==> config.mk <==
export PLATFORM = sky130hd
export DESIGN_NAME = nand_cmd_latch
export DESIGN_NICKNAME = d
export VERILOG_FILES = /design/src/rtl/nand_cmd_pkg.sv /design/src/rtl/nand_cmd_decode.sv /design/src/rtl/nand_status_reg.sv /design/src/rtl/nand_io_counter.sv /design/src/rtl/nand_cmd_latch.sv
export SDC_FILE = /design/constraint.sdc
export NUM_CORES = 1
export LEC_CHECK = 0
export CAP_MARGIN = 10
export CELL_PAD_IN_SITES_DETAIL_PLACEMENT = 1
export CELL_PAD_IN_SITES_GLOBAL_PLACEMENT = 2
export CORE_UTILIZATION = 26
export CTS_CLUSTER_DIAMETER = 150
export DETAILED_ROUTE_END_ITERATION = 16
export GPL_ROUTABILITY_DRIVEN = 0
export PLACE_DENSITY = 0.84
export SYNTH_ARGS = -nofsm -noshare
export SYNTH_HDL_FRONTEND = slang
export SYNTH_SLANG_ARGS = --single-unit
==> constraint.sdc <==
create_clock -name clk -period 6.42 [get_ports clk]
set_input_delay 0.642 -clock clk [delete_from_list [all_inputs] [get_ports clk]]
set_output_delay 0.642 -clock clk [all_outputs]
set_load 0.1 [all_outputs]
==> src/rtl/nand_cmd_pkg.sv <==
// Package: opcode values and decode helpers shared by the command latch.
// Assumes 8-bit opcodes on the I/O bus.
package nand_cmd_pkg;

    localparam logic [7:0] OP_READ0        = 8'h00;
    localparam logic [7:0] OP_RAND_SETUP   = 8'h05;
    localparam logic [7:0] OP_RD_CONFIRM   = 8'h30;
    localparam logic [7:0] OP_CACHE_SEQ    = 8'h31;
    localparam logic [7:0] OP_CACHE_END    = 8'h34;
    localparam logic [7:0] OP_NOSER_CONF   = 8'h35;
    localparam logic [7:0] OP_CACHE_LAST   = 8'h3F;
    localparam logic [7:0] OP_ERASE_CONF   = 8'hD0;
    localparam logic [7:0] OP_RAND_CONF    = 8'hE0;
    localparam logic [7:0] OP_DEV_RESET    = 8'hFF;

    // Opcodes that act as soon as they are latched.
    function automatic logic acts_at_once(input logic [7:0] op);
        return (op == OP_ERASE_CONF) || (op == OP_NOSER_CONF) ||
               (op == OP_RAND_CONF)  || (op == OP_DEV_RESET)  ||
               (op == OP_CACHE_END);
    endfunction

    // Second-cycle read opcodes that a large-page device swallows after a read.
    function automatic logic is_read_second(input logic [7:0] op);
        return (op == OP_RD_CONFIRM) || (op == OP_CACHE_SEQ) ||
               (op == OP_CACHE_LAST);
    endfunction

endpackage

==> src/rtl/nand_cmd_decode.sv <==
// Module: nand_cmd_decode
// Classifies a bus byte against the held command. Purely combinational.
// Assumes the caller qualifies the outputs with the sampling strobe.
module nand_cmd_decode
    import nand_cmd_pkg::*;
#(
    parameter bit LARGE_PAGE = 1'b1
) (
    input  logic [7:0] byte_in,
    input  logic [7:0] held_cmd,
    output logic       swallow,
    output logic       instant,
    output logic       col_clear
);

    // Immediate-execute decode is the same in both modes.
    always_comb instant = acts_at_once(byte_in);

    generate
        if (LARGE_PAGE) begin : g_large
            // Large page: swallow read-second opcodes after a read, clear column on setup.
            always_comb begin
                swallow   = (held_cmd == OP_READ0) && is_read_second(byte_in);
                col_clear = (byte_in == OP_RAND_SETUP);
            end
        end else begin : g_small
            logic [7:0] unused_held;
            // Small page: no swallowing and no column clearing.
            always_comb begin
                unused_held = held_cmd;
                swallow     = 1'b0;
                col_clear   = 1'b0;
            end
        end
    endgenerate

endmodule

==> src/rtl/nand_status_reg.sv <==
// Module: nand_status_reg
// Holds the status byte: bit 7 write-enabled, bits 6:5 ready, bits 4:1 plane
// flags, bit 0 zero. Device reset keeps only bit 7 and sets the ready bits.
module nand_status_reg #(
    parameter bit WP_INIT = 1'b1,
    parameter int PLANES  = 4
) (
    input  logic              clk,
    input  logic              rst_n,
    input  logic              dev_reset,
    input  logic              plane_upd,
    input  logic [PLANES-1:0] plane_flags,
    input  logic              wp_upd,
    input  logic              wp_val,
    output logic [7:0]        status_q
);

    localparam logic [1:0] READY_BOTH = 2'b11;

    logic              wp_bit;
    logic [PLANES-1:0] plane_bits;

    // Write-enabled flag: power-on value, survives device reset.
    always_ff @(posedge clk) begin
        if (!rst_n)      wp_bit <= WP_INIT;
        else if (wp_upd) wp_bit <= wp_val;
    end

    // Plane flags: cleared by either reset, loaded by the page logic.
    always_ff @(posedge clk) begin
        if (!rst_n)         plane_bits <= '0;
        else if (dev_reset) plane_bits <= '0;
        else if (plane_upd) plane_bits <= plane_flags;
    end

    // Assemble the status byte.
    always_comb status_q = {wp_bit, READY_BOTH, plane_bits, 1'b0};

    a_r9_reset_keeps_wp: assert property (@(posedge clk) disable iff (!rst_n)
        dev_reset |=> (status_q[4:0] == 5'd0) && (status_q[6:5] == 2'b11) &&
                      (status_q[7] == $past(status_q[7])));

    a_r10_plane_load: assert property (@(posedge clk) disable iff (!rst_n)
        (plane_upd && !dev_reset) |=> status_q[4:1] == $past(plane_flags));

endmodule

==> src/rtl/nand_io_counter.sv <==
// Module: nand_io_counter
// Pending output length and byte offset. Clear beats load, load beats pop.
module nand_io_counter #(
    parameter int LEN_W = 12
) (
    input  logic             clk,
    input  logic             rst_n,
    input  logic             clr_all,
    input  logic             clr_len,
    input  logic             len_load,
    input  logic [LEN_W-1:0] len_val,
    input  logic             rd_pop,
    output logic [LEN_W-1:0] io_len,
    output logic [LEN_W-1:0] io_offset
);

    localparam logic [LEN_W-1:0] ONE = LEN_W'(1);

    logic can_pop;
    always_comb can_pop = rd_pop && (io_len != '0);

    // Length counter.
    always_ff @(posedge clk) begin
        if (!rst_n)                  io_len <= '0;
        else if (clr_all || clr_len) io_len <= '0;
        else if (len_load)           io_len <= len_val;
        else if (can_pop)            io_len <= io_len - ONE;
    end

    // Offset counter.
    always_ff @(posedge clk) begin
        if (!rst_n)                 io_offset <= '0;
        else if (clr_all)           io_offset <= '0;
        else if (clr_len)           io_offset <= io_offset;
        else if (len_load)          io_offset <= '0;
        else if (can_pop)           io_offset <= io_offset + ONE;
    end

    a_r11_pop_step: assert property (@(posedge clk) disable iff (!rst_n)
        (rd_pop && !len_load && !clr_all && !clr_len && io_len != '0)
        |=> (io_len == $past(io_len) - ONE) && (io_offset == $past(io_offset) + ONE));

    a_r11_empty_hold: assert property (@(posedge clk) disable iff (!rst_n)
        (rd_pop && !len_load && !clr_all && !clr_len && io_len == '0)
        |=> (io_len == '0) && $stable(io_offset));

    a_r9_clear: assert property (@(posedge clk) disable iff (!rst_n)
        clr_all |=> (io_len == '0) && (io_offset == '0));

endmodule

==> src/rtl/nand_cmd_latch.sv <==
// Module: nand_cmd_latch (top)
// Device-side NAND command latch: samples commands, raises the execute strobe,
// owns the address, output counters and status byte. Assumes one bus byte per
// clock and that run_req comes from an external address sequencer.
module nand_cmd_latch
    import nand_cmd_pkg::*;
#(
    parameter bit LARGE_PAGE = 1'b1,
    parameter int ADDR_W     = 32,
    parameter int COL_SHIFT  = 12,
    parameter int LEN_W      = 12,
    parameter bit WP_INIT    = 1'b1
) (
    input  logic              clk,
    input  logic              rst_n,
    input  logic              ce_n,
    input  logic              cle,
    input  logic [7:0]        io_in,
    input  logic              run_req,
    input  logic              addr_we,
    input  logic [ADDR_W-1:0] addr_in,
    input  logic              len_load,
    input  logic [LEN_W-1:0]  len_val,
    input  logic              rd_pop,
    input  logic              plane_upd,
    input  logic [3:0]        plane_flags,
    input  logic              wp_upd,
    input  logic              wp_val,
    output logic [7:0]        cmd_q,
    output logic              exec_pulse,
    output logic [7:0]        status_q,
    output logic [ADDR_W-1:0] addr_q,
    output logic [LEN_W-1:0]  io_len,
    output logic [LEN_W-1:0]  io_offset
);

    localparam logic [ADDR_W-1:0] KEEP_MASK = {ADDR_W{1'b1}} << COL_SHIFT;

    logic       strobe, swallow, instant, col_clear;
    logic       take, exec_now, clr_len, dev_reset;
    logic [7:0] exec_code;

    // Bus sampling qualifier.
    always_comb strobe = !ce_n && cle;

    nand_cmd_decode #(.LARGE_PAGE(LARGE_PAGE)) u_decode (
        .byte_in  (io_in),
        .held_cmd (cmd_q),
        .swallow  (swallow),
        .instant  (instant),
        .col_clear(col_clear)
    );

    // Execute selection: a taken byte beats a run request.
    always_comb begin
        take      = strobe && !swallow;
        exec_now  = take ? instant : (!strobe && run_req);
        exec_code = take ? io_in : cmd_q;
        clr_len   = exec_now && ((exec_code == OP_READ0) || (exec_code == OP_CACHE_END));
        dev_reset = exec_now && (exec_code == OP_DEV_RESET);
    end

    // Held command register.
    always_ff @(posedge clk) begin
        if (!rst_n)    cmd_q <= OP_READ0;
        else if (take) cmd_q <= io_in;
    end

    // One-cycle execute strobe.
    always_ff @(posedge clk) begin
        if (!rst_n) exec_pulse <= 1'b0;
        else        exec_pulse <= exec_now;
    end

    // Address register: column clear beats a load on the same edge.
    always_ff @(posedge clk) begin
        if (!rst_n)                 addr_q <= '0;
        else if (take && col_clear) addr_q <= addr_q & KEEP_MASK;
        else if (addr_we)           addr_q <= addr_in;
    end

    nand_io_counter #(.LEN_W(LEN_W)) u_count (
        .clk      (clk),
        .rst_n    (rst_n),
        .clr_all  (dev_reset),
        .clr_len  (clr_len),
        .len_load (len_load),
        .len_val  (len_val),
        .rd_pop   (rd_pop),
        .io_len   (io_len),
        .io_offset(io_offset)
    );

    nand_status_reg #(.WP_INIT(WP_INIT), .PLANES(4)) u_status (
        .clk        (clk),
        .rst_n      (rst_n),
        .dev_reset  (dev_reset),
        .plane_upd  (plane_upd),
        .plane_flags(plane_flags),
        .wp_upd     (wp_upd),
        .wp_val     (wp_val),
        .status_q   (status_q)
    );

    a_r1_idle_bus: assert property (@(posedge clk) disable iff (!rst_n)
        (!(!ce_n && cle) && !run_req) |=> $stable(cmd_q) && !exec_pulse);

    a_r3_pulse_cause: assert property (@(posedge clk) disable iff (!rst_n)
        exec_pulse |-> $past((!ce_n && cle) || run_req));

    a_r8_exit_clears: assert property (@(posedge clk) disable iff (!rst_n)
        (!ce_n && cle && io_in == OP_CACHE_END) |=> exec_pulse && (io_len == '0));

    generate
        if (LARGE_PAGE) begin : g_lp_checks
            a_r4_swallow: assert property (@(posedge clk) disable iff (!rst_n)
                (!ce_n && cle && cmd_q == OP_READ0 &&
                 (io_in == OP_RD_CONFIRM || io_in == OP_CACHE_SEQ || io_in == OP_CACHE_LAST))
                |=> $stable(cmd_q) && !exec_pulse);

            a_r6_col_zero: assert property (@(posedge clk) disable iff (!rst_n)
                (!ce_n && cle && io_in == OP_RAND_SETUP)
                |=> (addr_q[COL_SHIFT-1:0] == '0) &&
                    (addr_q[ADDR_W-1:COL_SHIFT] == $past(addr_q[ADDR_W-1:COL_SHIFT])));
        end
    endgenerate

endmodule

; ---- Yosys cells after proc, flatten, opt, wreduce, memory -nomap -nowiden
; Cells that the tools add are included.
[op_classes]
addsub = 2
n_eq_ne = 11
mux = 6
bitwise_logic = 3
reduce_logical = 28
[op_table]
columns = op, n
row1 = 8-bit by 6-bit == test with 1-bit output (second input constant), 6
row2 = 12-bit 2-to-1 mux, 4
row3 = 8-bit == test (second input constant), 4
row4 = 8-bit zero test, 2
row5 = 12-bit by 1-bit adder with 12-bit output (second input constant), 1
row6 = 12-bit nonzero test, 1
row7 = 12-bit by 1-bit subtractor with 12-bit output (second input constant), 1
row8 = 8-bit by 3-bit == test with 1-bit output (second input constant), 1
row9 = 1-bit logical AND, 8
row10 = 1-bit logical OR, 8
row11 = 8-bit 2-to-1 mux, 1
row12 = 2-bit OR reduction, 3
row13 = 2-bit AND reduction, 2
row14 = 1-bit zero test, 3
row15 = 1-bit NOT, 3
row16 = 2-bit nonzero test, 1
row17 = 1-bit 2-to-1 mux, 1
[totals]
regBits = 70
out_inout_bits = 73
word_cells = 58

; ---- Logic depth before layout (Yosys ltp)
; Gate-level depths: netlist (run 1).
[logic_depth]
ltp_word = 12
ltp_mapped = 11
ltp_nobuf = 9

; ---- Modules after synthesis
; Synthesis (run 1) repeated with hierarchy kept, for this count alone.
[hier_totals]
hier_cells = 382
area_unflattened_um2 = 3339.5
[by_module_without_submodules]
columns = mod, n_inst, cells_per_inst, area_each_um2, seq_area_each_um2
row1 = nand_cmd_latch, 1, 177, 1620.3, 820.8
row2 = nand_io_counter, 1, 166, 1386.3, 480.5
row3 = nand_status_reg, 1, 23, 217.7, 100.1
row4 = nand_cmd_decode, 1, 16, 115.1, 0.0

; ---- Least setup slack after synthesis (run 1)
; No wires, ideal clock.
[synth_timing]
path_kind = register -> register
start = register u_count.io_len[0]
end = register u_count.io_offset[11]
setup_ns = 0.072
arrival_ns = 2.858
required_time_ns = 6.348
path_slack_ns = 3.490
stages_incl_launch_ff = 11
period_less_slack_ns = 2.930
path_cell_list = dfxtp_1 -> inv_1 -> ha_1 -> or3b_1 -> clkbuf_1 -> o41a_1 -> nand4_1 -> nor2_1 -> nand3_1 -> or4_1 -> a21oi_1
[synth_between]
elab_chain_cells = 4
[synth_rtl]
columns = item, line_no
row1 = "start, declared", nand_io_counter.sv:13  ; output logic [LEN_W-1:0] io_len,
row2 = "start signal, assigned", nand_io_counter.sv:26  ; else if (len_load) io_len <= len_val;
row3 = "start signal, assigned", nand_io_counter.sv:27  ; else if (can_pop) io_len <= io_len - ONE;
row4 = 12-bit nonzero test, nand_io_counter.sv:20  ; always_comb can_pop = rd_pop && (io_len != '0);
row5 = 1-bit logical AND, nand_io_counter.sv:20
row6 = 2-bit nonzero test (no line), --
row7 = 2-bit AND reduction (no line), --
row8 = "end signal, assigned", nand_io_counter.sv:34  ; else if (clr_len) io_offset <= io_offset;
row9 = "end signal, assigned", nand_io_counter.sv:36  ; else if (can_pop) io_offset <= io_offset + ONE;
row10 = "end, declared", nand_io_counter.sv:14  ; output logic [LEN_W-1:0] io_offset
; No other way between the ends.
; A chain may end at the register's enable or synchronous reset.

; ---- Worst setup path in the final report (run 1)
[layout_timing]
start = input cle
end = register u_count.io_len[11]
[layout_between]
elab_chain_cells = 8
elab_cells_between_ends = 14
classes_between = eq/ne: 2 / mux: 2 / reduce/logical: 10
[layout_rtl]
columns = item, line_no
row1 = "start, declared", nand_cmd_latch.sv:17  ; input logic cle,
row2 = 1-bit logical AND (*), nand_cmd_latch.sv:44  ; always_comb strobe = !ce_n && cle;
row3 = 1-bit logical AND, nand_cmd_latch.sv:56  ; take = strobe && !swallow;
row4 = 8-bit 2-to-1 mux, --
row5 = 8-bit by 6-bit == test with 1-bit output or 8-bit zero test (tied branches), nand_cmd_latch.sv:59  ; clr_len = exec_now && ((exec_code == OP_READ0) || (exec_code == OP_CACHE_END));
row6 = 1-bit logical OR, nand_cmd_latch.sv:59
row7 = 1-bit logical AND, nand_cmd_latch.sv:59
row8 = 1-bit logical OR (*), nand_io_counter.sv:25  ; else if (clr_all || clr_len) io_len <= '0;
row9 = 2-bit OR reduction (no line) (*), --
; Mark *: on every way between the ends. The rest lies on a longest branch, timed or not.

==> run_results.csv, run 1 <==
group,metric,value,unit
logic_synthesis,syn_avg_cell_area,8.529,µm²
die,core,12570,µm²
die,die-height,115.4,µm
logic_synthesis,synth_area,3343,µm²
critical_path,crit_arrival,3560,ps
pwr,p_leak,1.938,nW
drt,drtIter0Drc,108,
clock_tree,clockRootBuffer,"clkbuf_16",
pwr,power_density,272.4,nW/µm²
run,max_cap_viol_count,0,
die,rows,41,
drt,drt_wl_total,10370,µm
clock_tree,cts_buffers,9,
timing,tightest_slew,1066,ps
drt,wl_per_cell,15.03,µm
critical_path,crit_path_max_fanout,12,
timing,slew_violations,0,
timing,rsz0062_at_grt,"false",
drt,detail-route-antenna-nets,0,
critical_path,critPathRequiredTime,6670,ps
global_routing,grt_pass1_wl,16440,µm
global_routing,grt_max_degree,31,
timing,fin_crit,3307,ps
clock_tree,clkTransAtPathRegs,60,ps
placement,place_ws,2750,ps
cells_and_area,post-route-util,40.81,%
pwr,peakVddDrop,0.1414,mV
logic_synthesis,ys_seq_elements,70,
logic_synthesis,synthDistinctLibCells,53,
critical_path,startpoint_type,"input pin",
placement,io_buffers,136,
timing,period_share,51.51,%
clock_tree,cts_tree,"built",
clock_tree,h-tree-depth,3,
critical_path,worstSetupPathType,"in2reg",
die,start_util,26.60,%
pwr,p_seq_share,34.4,%
clock_tree,cts_setup_buffers,0,
timing,setup_viol,0,
cells_and_area,syn2layout_area_growth,53.41,%
hold_path,hold_path.class,"reg2reg",
cells_and_area,n_fill_cell,1451,
logic_synthesis,async_flop_share,0,%
logic_synthesis,yosysWarnings,0,
global_routing,grtUsageTotal,16.11,%
global_routing,grt_pass1_vias,3365,
cells_and_area,nNetsFinal,583,
pwr,internal_power,910.1,µW
clock_tree,cts_resized,0,
drt,vias,3297,
timing,finalHoldViolCount,0,
logic_synthesis,synthFlopType,"dfxtp_1",
timing,fmax,302.4,MHz
die,fp.dieW,115.4,µm
pwr,p_sw,487.0,µW
cells_and_area,antenna_cells,0,
pwr,p_comb_share,28.7,%
timing,setup_ws,3113,ps
pwr,clock_power_share,36.9,%
timing,fin_worst_skew,5.163,ps
logic_synthesis,synth-edff-count,0,
drt,drt_pass1_iterations,4,
clock_tree,cts_hold_buffers,0,
logic_synthesis,postSynthCellCount,392,
placement,hpwl,7691,µm
global_routing,globalRouteOverflowTotal,0,
global_routing,antenna_found_initial,0,
drt,vias_per_cell,4.778,
logic_synthesis,seq_area_frac_synth,41.92,%
cells_and_area,drive_above_1_share,6.371,%
clock_tree,clk_latency,340,ps
critical_path,worst_setup_path_end_kind,"register",
die,dieArea,13320,µm²
drt,drc,0,
run_status,status,"completed",
timing,fin_setup_tns,0,ps
pwr,total_power,1.397,mW
timing,hold_ws,491.9,ps
clock_tree,clock_path_buffers,2,
pwr,p_sw_share,34.86,%
timing,slew_headroom,28.16,%
die,ioPinCount,140,
clock_tree,cts.sinks,70,
through the flow:
stage	cell area (µm²)	instances
floorplan	3347	393
global placement	4812	674
detailed placement	4812	674
CTS	5121	689
global route	5129	690
finish	5129	690
sequential cells by signal (all words and copies together) (netlist names):
register / count
u_status.wp_bit: 1
u_status.plane_bits: 4
cmd_q: 8
addr_q: 32
u_count.io_offset: 12
exec_pulse: 1
u_count.io_len: 12
Yosys cell counts, types with 3 or more instances:
library cell	instances	share of area, %
buf_4	6	1.3
clkbuf_1	16	1.8
or3_1	6	1.1
or4_1	5	1.1
o21ai_0	11	1.6
nor4_1	4	0.75
o211ai_1	6	1.3
o41ai_1	3	0.79
mux2i_1	37	11
buf_2	5	0.75
dfxtp_1	70	42
nand3_1	12	1.8
nor3_1	10	1.5
and3_1	3	0.56
nand4_1	3	0.56
inv_1	6	0.67
a21oi_1	26	3.9
nor2_1	68	7.6
nand2_1	35	3.9
o22ai_1	3	0.56
xor2_1	3	0.79
xnor2_1	4	1.0
o21ai_1	9	1.3
a211oi_1	3	0.67
power by group through the flow:
stage,Combinational [mW],Sequential (mW),Clock [mW]
floorplan,0.117,0.658,0
global placement,0.398,0.489,0
detailed placement,0.403,0.490,0
CTS,0.404,0.481,0.534
global route,0.422,0.485,0.556
finish,0.400,0.481,0.516
logic make-up (layout without fill, tap and decap cells):
family	count (synthesis)	in the layout	synth area share, %
buffers and inverters	36	161	5.127
and+or+nand+nor	165	165	24.36
AOI/OAI and AO/OA	72	72	14.03
adders and majority gates	2	2	0.7484
xor gates and xnor gates	7	7	1.834
DFF	70	70	41.92
muxes	38	38	11.75
other	2	3	0.2246
worst paths after layout:
kind | startpoint | to | slack (ps) | cells past startpoint
worst max-delay path | cle | u_count.io_len[11] | 3110 | 7
worst min-delay path | addr_q[26] | addr_q[26] | 490 | 2
worst max register to register | cmd_q[5] | u_count.io_len[11] | 3650 | 7
worst min register to register | addr_q[26] | addr_q[26] | 490 | 2
worst max-delay path, cell delays in order:
cell,delay (ps)
clkdlybuf4s50_1,500
nor2b_1,610
mux2i_4,370
nor2_1,60
nor2_1,570
o21ai_1,520
a211oi_1,280
per-layer routing:
metal | wire, µm | up-vias | share of wire [%] | global-route usage (%)
li1 | - | 1625 | - | -
met1 | 4391 | 1571 | 42 | 18.14
met2 | 5014 | 93 | 48 | 27.43
met3 | 841 | 8 | 8.1 | 6.537
met4 | 120 | 0 | 1.2 | 5.628
met5 | 0 | - | 0 | 0
layout make-up:
class                           instances  area (µm²)  area share, %
Clock buffer                           12       266.5          5.196
Clock inverter                          3       42.54         0.8295
Inverter                                6       22.52         0.4391
Multi-Input combinational cell        287        1789          34.89
Sequential cell                        70        1401          27.32
Tap cell                              172       215.2          4.196
Timing Repair Buffer                  140        1391          27.13
cell usage in the layout, fill, tap and decap left out, types with 9 or more instances in the layout:
cell type / count
mux2i_1: 37
dfxtp_1: 70
o21ai_0: 11
o21ai_1: 9
a21oi_1: 26
nand3_1: 12
nand2_1: 35
nor2_1: 68
clkbuf_16: 9
clkdlybuf4s50_1: 136
nor3_1: 10
Power figures use the tool's default switching activity.
==> run 2, diff against run 1 <==
--- a/config.mk
+++ b/config.mk
@@ -8,11 +8,11 @@
 export CAP_MARGIN = 10
 export CELL_PAD_IN_SITES_DETAIL_PLACEMENT = 1
 export CELL_PAD_IN_SITES_GLOBAL_PLACEMENT = 2
-export CORE_UTILIZATION = 26
+export CORE_UTILIZATION = 21
 export CTS_CLUSTER_DIAMETER = 150
 export DETAILED_ROUTE_END_ITERATION = 16
 export GPL_ROUTABILITY_DRIVEN = 0
-export PLACE_DENSITY = 0.84
+export PLACE_DENSITY = 0.72
 export SYNTH_ARGS = -nofsm -noshare
 export SYNTH_HDL_FRONTEND = slang
 export SYNTH_SLANG_ARGS = --single-unit
==> constraint.sdc (replaced) <==
create_clock -name clk -period 2.95 [get_ports clk]
set_input_delay 0.295 -clock clk [delete_from_list [all_inputs] [get_ports clk]]
set_output_delay 0.295 -clock clk [all_outputs]
set_load 0.1 [all_outputs]
==> run_results.csv, run 2 (same netlist as run 1, synthesis figures left out) <==
group,metric,value,unit
run_status,status,"completed",
clock_tree,h-tree-depth,3,
timing,setup_viol,0,
clock_tree,cts.sinks,70,
die,dieArea,16430,µm²
die,ioPinCount,140,
pwr,p_leak,2.136,nW
global_routing,globalRouteOverflowTotal,0,
cells_and_area,syn2layout_area_growth,53.29,%
pwr,total_power,3.105,mW
global_routing,grt_pass1_vias,3558,
die,die-height,128.2,µm
clock_tree,clock_path_buffers,2,
drt,drt_pass1_iterations,4,
timing,tightest_slew,535.9,ps
cells_and_area,final_common_cell,"buf_4",
clock_tree,cts_buffers,9,
timing,slew_violations,0,
drt,drt_wl_total,10890,µm
cells_and_area,nNetsFinal,596,
global_routing,use_met3,5.342,%
critical_path,startpoint_type,"register",
timing,setup_ws,531.8,ps
global_routing,grtUsageMet2,22.67,%
clock_tree,cts_setup_buffers,0,
run,max_cap_viol_count,0,
critical_path,worst_setup_path_end_kind,"register",
cells_and_area,top_register,"addr_q",
clock_tree,cts_tree,"built",
cells_and_area,drive_above_1_share,21.99,%
pwr,power_density,605.9,nW/µm²
cells_and_area,antenna_cells,0,
die,rows,45,
drt,drtIter0Drc,123,
clock_tree,clkTransAtPathRegs,60,ps
cells_and_area,reg_top3,"addr_q x32, u_count.io_len x12, u_count.io_offset x12",
critical_path,crit_buf_inv,2,
drt,vias,3340,
global_routing,grt_util_met1,16.08,%
global_routing,gr-max-usage-layer,"met2",
hold_path,hold_path.class,"reg2reg",
critical_path,worstSetupPathType,"reg2reg",
global_routing,antenna_found_initial,0,
pwr,p_sw_share,35.43,%
placement,place_ws,184.0,ps
critical_path,slowest_stage,"o41ai_1",
drt,wl_per_cell,14.66,µm
placement,dp_cells,727,
drt,drc,0,
critical_path,slowest_delay,560,ps
placement,dpl-instance-area,4803,µm²
pwr,peakVddDrop,0.2324,mV
die,core,15370,µm²
placement,hpwl,8350,µm
timing,slew_headroom,63.81,%
cells_and_area,fin_area,5125,µm²
cells_and_area,fin_cells,743,
clock_tree,cts_resized,0,
pwr,clock_power_share,38.1,%
critical_path,crit_family,"simple AND/OR/NAND/NOR gates",
drt,detail-route-antenna-nets,0,
timing,fin_setup_tns,0,ps
critical_path,crit_path_max_fanout,8,
global_routing,grt_max_degree,30,
die,fp.dieW,128.2,µm
critical_path,cp_cell_sequence,"inv_1 -> ha_1 -> or3b_1 -> o41ai_1 -> buf_4 -> or3_1 -> o21ai_1",
clock_tree,clockRootBuffer,"clkbuf_16",
pwr,p_comb_share,28.2,%
timing,rsz0062_at_grt,"false",
timing,fin_worst_skew,6.500,ps
cells_and_area,largest_register_ffs,32,
pwr,p_seq_share,33.7,%
cells_and_area,mostFrequentLayoutCells,"86 x buf_4, 70 x dfxtp_1, 68 x nor2_1, 66 x clkdlybuf4s50_1, 37 x mux2i_1",
drt,vias_per_cell,4.495,
global_routing,grt_pass1_wl,17620,µm
timing,fmax,413.5,MHz
timing,period_share,81.97,%
timing,finalHoldViolCount,0,
placement,io_buffers,136,
timing,fin_crit,2418,ps
global_routing,grtUsageTotal,13.72,%
clock_tree,cts_hold_buffers,0,
critical_path,critPathRequiredTime,3160,ps
clock_tree,clk_latency,340,ps
pwr,p_sw,1.100,mW
pwr,internal_power,2.005,mW
die,start_util,21.75,%
critical_path,crit_arrival,2630,ps
==> run 2: power by group through the flow <==
stage          Clock, mW  Sequential [mW]  Combinational [mW]
2_1_floorplan          0             1.43               0.255
3_3_place_gp           0             1.07               0.873
3_5_place_dp           0             1.07               0.882
4_1_cts             1.23             1.05               0.884
5_1_grt             1.28             1.05               0.926
6_report            1.18             1.05               0.874
==> run 2: metrics by stage <==
| stage | hold WS (ps) | utilization, % |
|---|---|---|
| floorplan | 356.9 | - |
| global placement | 459.6 | 31.25 |
| detailed placement | 470.7 | 31.25 |
| CTS | 486.7 | 33.34 |
| global route | 527.1 | 33.34 |
| finish | 484.5 | 33.34 |
==> run 2: cell type report <==
| cell class | count | area (µm²) |
|---|---|---|
| Timing Repair Buffer | 153 | 1326 |
| Inverter | 6 | 22.52 |
| Tap cell | 211 | 264.0 |
| Multi-Input combinational cell | 287 | 1789 |
| Clock inverter | 7 | 96.34 |
| Clock buffer | 9 | 225.2 |
| Sequential cell | 70 | 1401 |
| Fill cell | 1802 | 10250 |
==> run 2: path summary, 6_finish.rpt <==
path                     start                   end  slack, ps  depth (start not counted)
max          u_count.io_len[0]  u_count.io_offset[1]        530                          7
min            u_status.wp_bit       u_status.wp_bit        480                          2
max reg2reg  u_count.io_len[0]  u_count.io_offset[1]        530                          7
min reg2reg    u_status.wp_bit       u_status.wp_bit        480                          2
==> run 2: worst reg2reg max path, stage by stage, from the launching register on <==
cell	delay, ps
dfxtp_1	330
inv_1	80
ha_1	160
or3b_1	460
o41ai_1	560
buf_4	230
or3_1	350
o21ai_1	120
==> run 2: metal layers <==
metal  routed length [µm]  share of wire, %
met1                 4722                43
met2                 5133                47
met3                  820               7.5
met4                  215               2.0
met5                    0                 0
==> run 3, diff against run 2 <==
==> constraint.sdc (replaced) <==
create_clock -name clk -period 2 [get_ports clk]
set_input_delay 0.2 -clock clk [delete_from_list [all_inputs] [get_ports clk]]
set_output_delay 0.2 -clock clk [all_outputs]
set_load 0.1 [all_outputs]
==> run_results.csv, run 3 (same netlist as run 1, synthesis figures left out) <==
group,metric,value,unit
pwr,internal_power,3.178,mW
clock_tree,cts_tree,"built",
critical_path,slowest_stage,"or4_1",
global_routing,grt_max_degree,30,
timing,setup_viol,26,
cells_and_area,n_fill_cell,1762,
die,fp.dieW,128.2,µm
placement,io_buffers,136,
clock_tree,clockRootBuffer,"clkbuf_16",
cells_and_area,mostFrequentLayoutCells,"138 x buf_4, 62 x nor2_1, 58 x clkdlybuf4s50_1, 43 x dfxtp_1, 35 x mux2i_1",
critical_path,crit_arrival,2390,ps
cells_and_area,antenna_cells,0,
pwr,power_density,798.0,nW/µm²
placement,dpl-instance-area,5328,µm²
cells_and_area,final_common_cell,"buf_4",
critical_path,startpoint_type,"register",
pwr,clock_power_share,35.5,%
timing,rsz0062_at_grt,"true",
pwr,p_leak,2.672,nW
critical_path,slowest_delay,460,ps
timing,fin_worst_skew,7.978,ps
drt,vias_per_cell,4.510,
drt,vias,3680,
critical_path,reg2reg_depth,9,
clock_tree,cts_buffers,9,
placement,hpwl,9143,µm
timing,fin_crit,2114,ps
cells_and_area,fin_area,6176,µm²
clock_tree,cts.sinks,70,
timing,period_share,105.7,%
cells_and_area,syn2layout_area_growth,84.73,%
clock_tree,cts_hold_buffers,0,
clock_tree,clkTransAtPathRegs,60,ps
critical_path,crit_family,"simple AND/OR/NAND/NOR gates",
pwr,p_sw,1.751,mW
pwr,p_comb_share,33.5,%
global_routing,grt_pass1_vias,4039,
critical_path,worst_setup_path_end_kind,"register",
pwr,p_sw_share,35.52,%
drt,drt_pass1_iterations,4,
critical_path,cp.depth,9,
global_routing,globalRouteOverflowTotal,0,
timing,tightest_slew,514.4,ps
critical_path,r2r_slack,-110,ps
pwr,p_seq_share,31.0,%
cells_and_area,nNetsFinal,669,
die,start_util,21.75,%
cells_and_area,top_register,"addr_q",
critical_path,r2r-start,"cmd_q[6]",
timing,fmax,473.1,MHz
drt,detail-route-antenna-nets,0,
cells_and_area,reg_top3,"addr_q x32, u_count.io_len x12, u_count.io_offset x12",
run,max_cap_viol_count,0,
die,core,15370,µm²
critical_path,cp_cell_sequence,"nor4_4 -> buf_4 -> o2111ai_4 -> mux2i_4 -> a31o_4 -> nor2_4 -> buf_6 -> or4_1 -> a21oi_1",
die,dieArea,16430,µm²
drt,wl_per_cell,15.13,µm
cells_and_area,drive_above_1_share,43.97,%
pwr,peakVddDrop,0.3645,mV
run_status,violations,"negative setup slack",
placement,dp_cells,781,
die,die-height,128.2,µm
clock_tree,clock_path_buffers,2,
drt,drc,0,
cells_and_area,largest_register_ffs,32,
critical_path,endpoint,"u_count.io_offset[11]",
clock_tree,h-tree-depth,3,
critical_path,crit_path_max_fanout,6,
timing,slew_violations,0,
run_status,status,"finished, violations left",
die,ioPinCount,140,
drt,drt_wl_total,12350,µm
pwr,total_power,4.928,mW
clock_tree,clk_latency,340,ps
cells_and_area,fin_cells,816,
timing,fin_setup_tns,-1203,ps
critical_path,crit_buf_inv,2,
drt,drtIter0Drc,66,
global_routing,antenna_found_initial,0,
critical_path,critPathRequiredTime,2270,ps
critical_path,crit_start,"cmd_q[6]",
global_routing,grtUsageTotal,15.25,%
critical_path,worstSetupPathType,"reg2reg",
global_routing,grt_pass1_wl,19550,µm
timing,slew_headroom,65.44,%
hold_path,hold_path.class,"in2reg",
timing,finalHoldViolCount,0,
die,rows,45,
critical_path,regToRegEndpoint,"u_count.io_offset[11]",
timing,setup_ws,-113.7,ps
run 3: worst min-delay path, delay by kind of cell:
family / cells / cell delay [ps]
AOI/OAI and AO/OA: 1 / 60
and+or+nand+nor: 1 / 90
buffers and inverters: 1 / 290
run 3: worst min-delay path by stage:
stage / startpoint / to / slack, ps / cells after the start
final: io_in[3] / cmd_q[3] / 350 / 3
after global routing: io_in[4] / cmd_q[4] / 370 / 4
after CTS: io_in[6] / cmd_q[6] / 330 / 3
after detailed placement: u_count.io_offset[0] / u_count.io_offset[0] / 490 / 1
after global placement: u_count.io_offset[0] / u_count.io_offset[0] / 470 / 1
after floorplan: rst_n / u_status.wp_bit / 260 / 1
run 3: timing repair:
item | in CTS | in global routing
gates resized for setup | 63 | 25
pin swaps | 43 | 29
setup endpoints to repair | 48 | 44
setup buffers | 10 | 5
gates cloned | 3 | 2
run 3: per-stage QoR:
stage          hold slack, ps  util (%)  worst slack [ps]
2_1_floorplan           261.9         -            -224.5
3_3_place_gp            472.5     34.66            -575.8
3_5_place_dp            485.7     34.66            -666.3
4_1_cts                 333.0     39.20            -162.3
5_1_grt                 372.4     40.18            -215.3
6_report                346.8     40.18            -113.7
run 3: power groups by stage:
stage | sequential (mW) | combinational [mW] | clock, mW
after global placement | 1.55 | 1.46 | 0
after CTS | 1.53 | 1.62 | 1.82
final | 1.53 | 1.65 | 1.75
after floorplan | 2.12 | 0.408 | 0
after detailed placement | 1.55 | 1.48 | 0
after global routing | 1.54 | 1.74 | 1.88
run 3: layer usage:
layer  part of all wire, %  vias to the layer above  global-route usage [%]
met4                   1.9                        0                   5.467
met5                     0                        -                       0
li1                      -                     1799                       -
met2                    48                      115                   26.57
met1                    43                     1749                   17.23
met3                   7.2                       17                   5.175
run 3: cell type report:
type                    count  area [µm²]  area share (%)
clock inverters             7       95.09           1.540
clock buffers               9       225.2           3.647
multi-input cells         287        2107           34.12
well taps                 211       264.0           4.275
repair buffers            226        1994           32.29
flip-flops and latches     70        1465           23.72
inverters                   6       25.02          0.4052
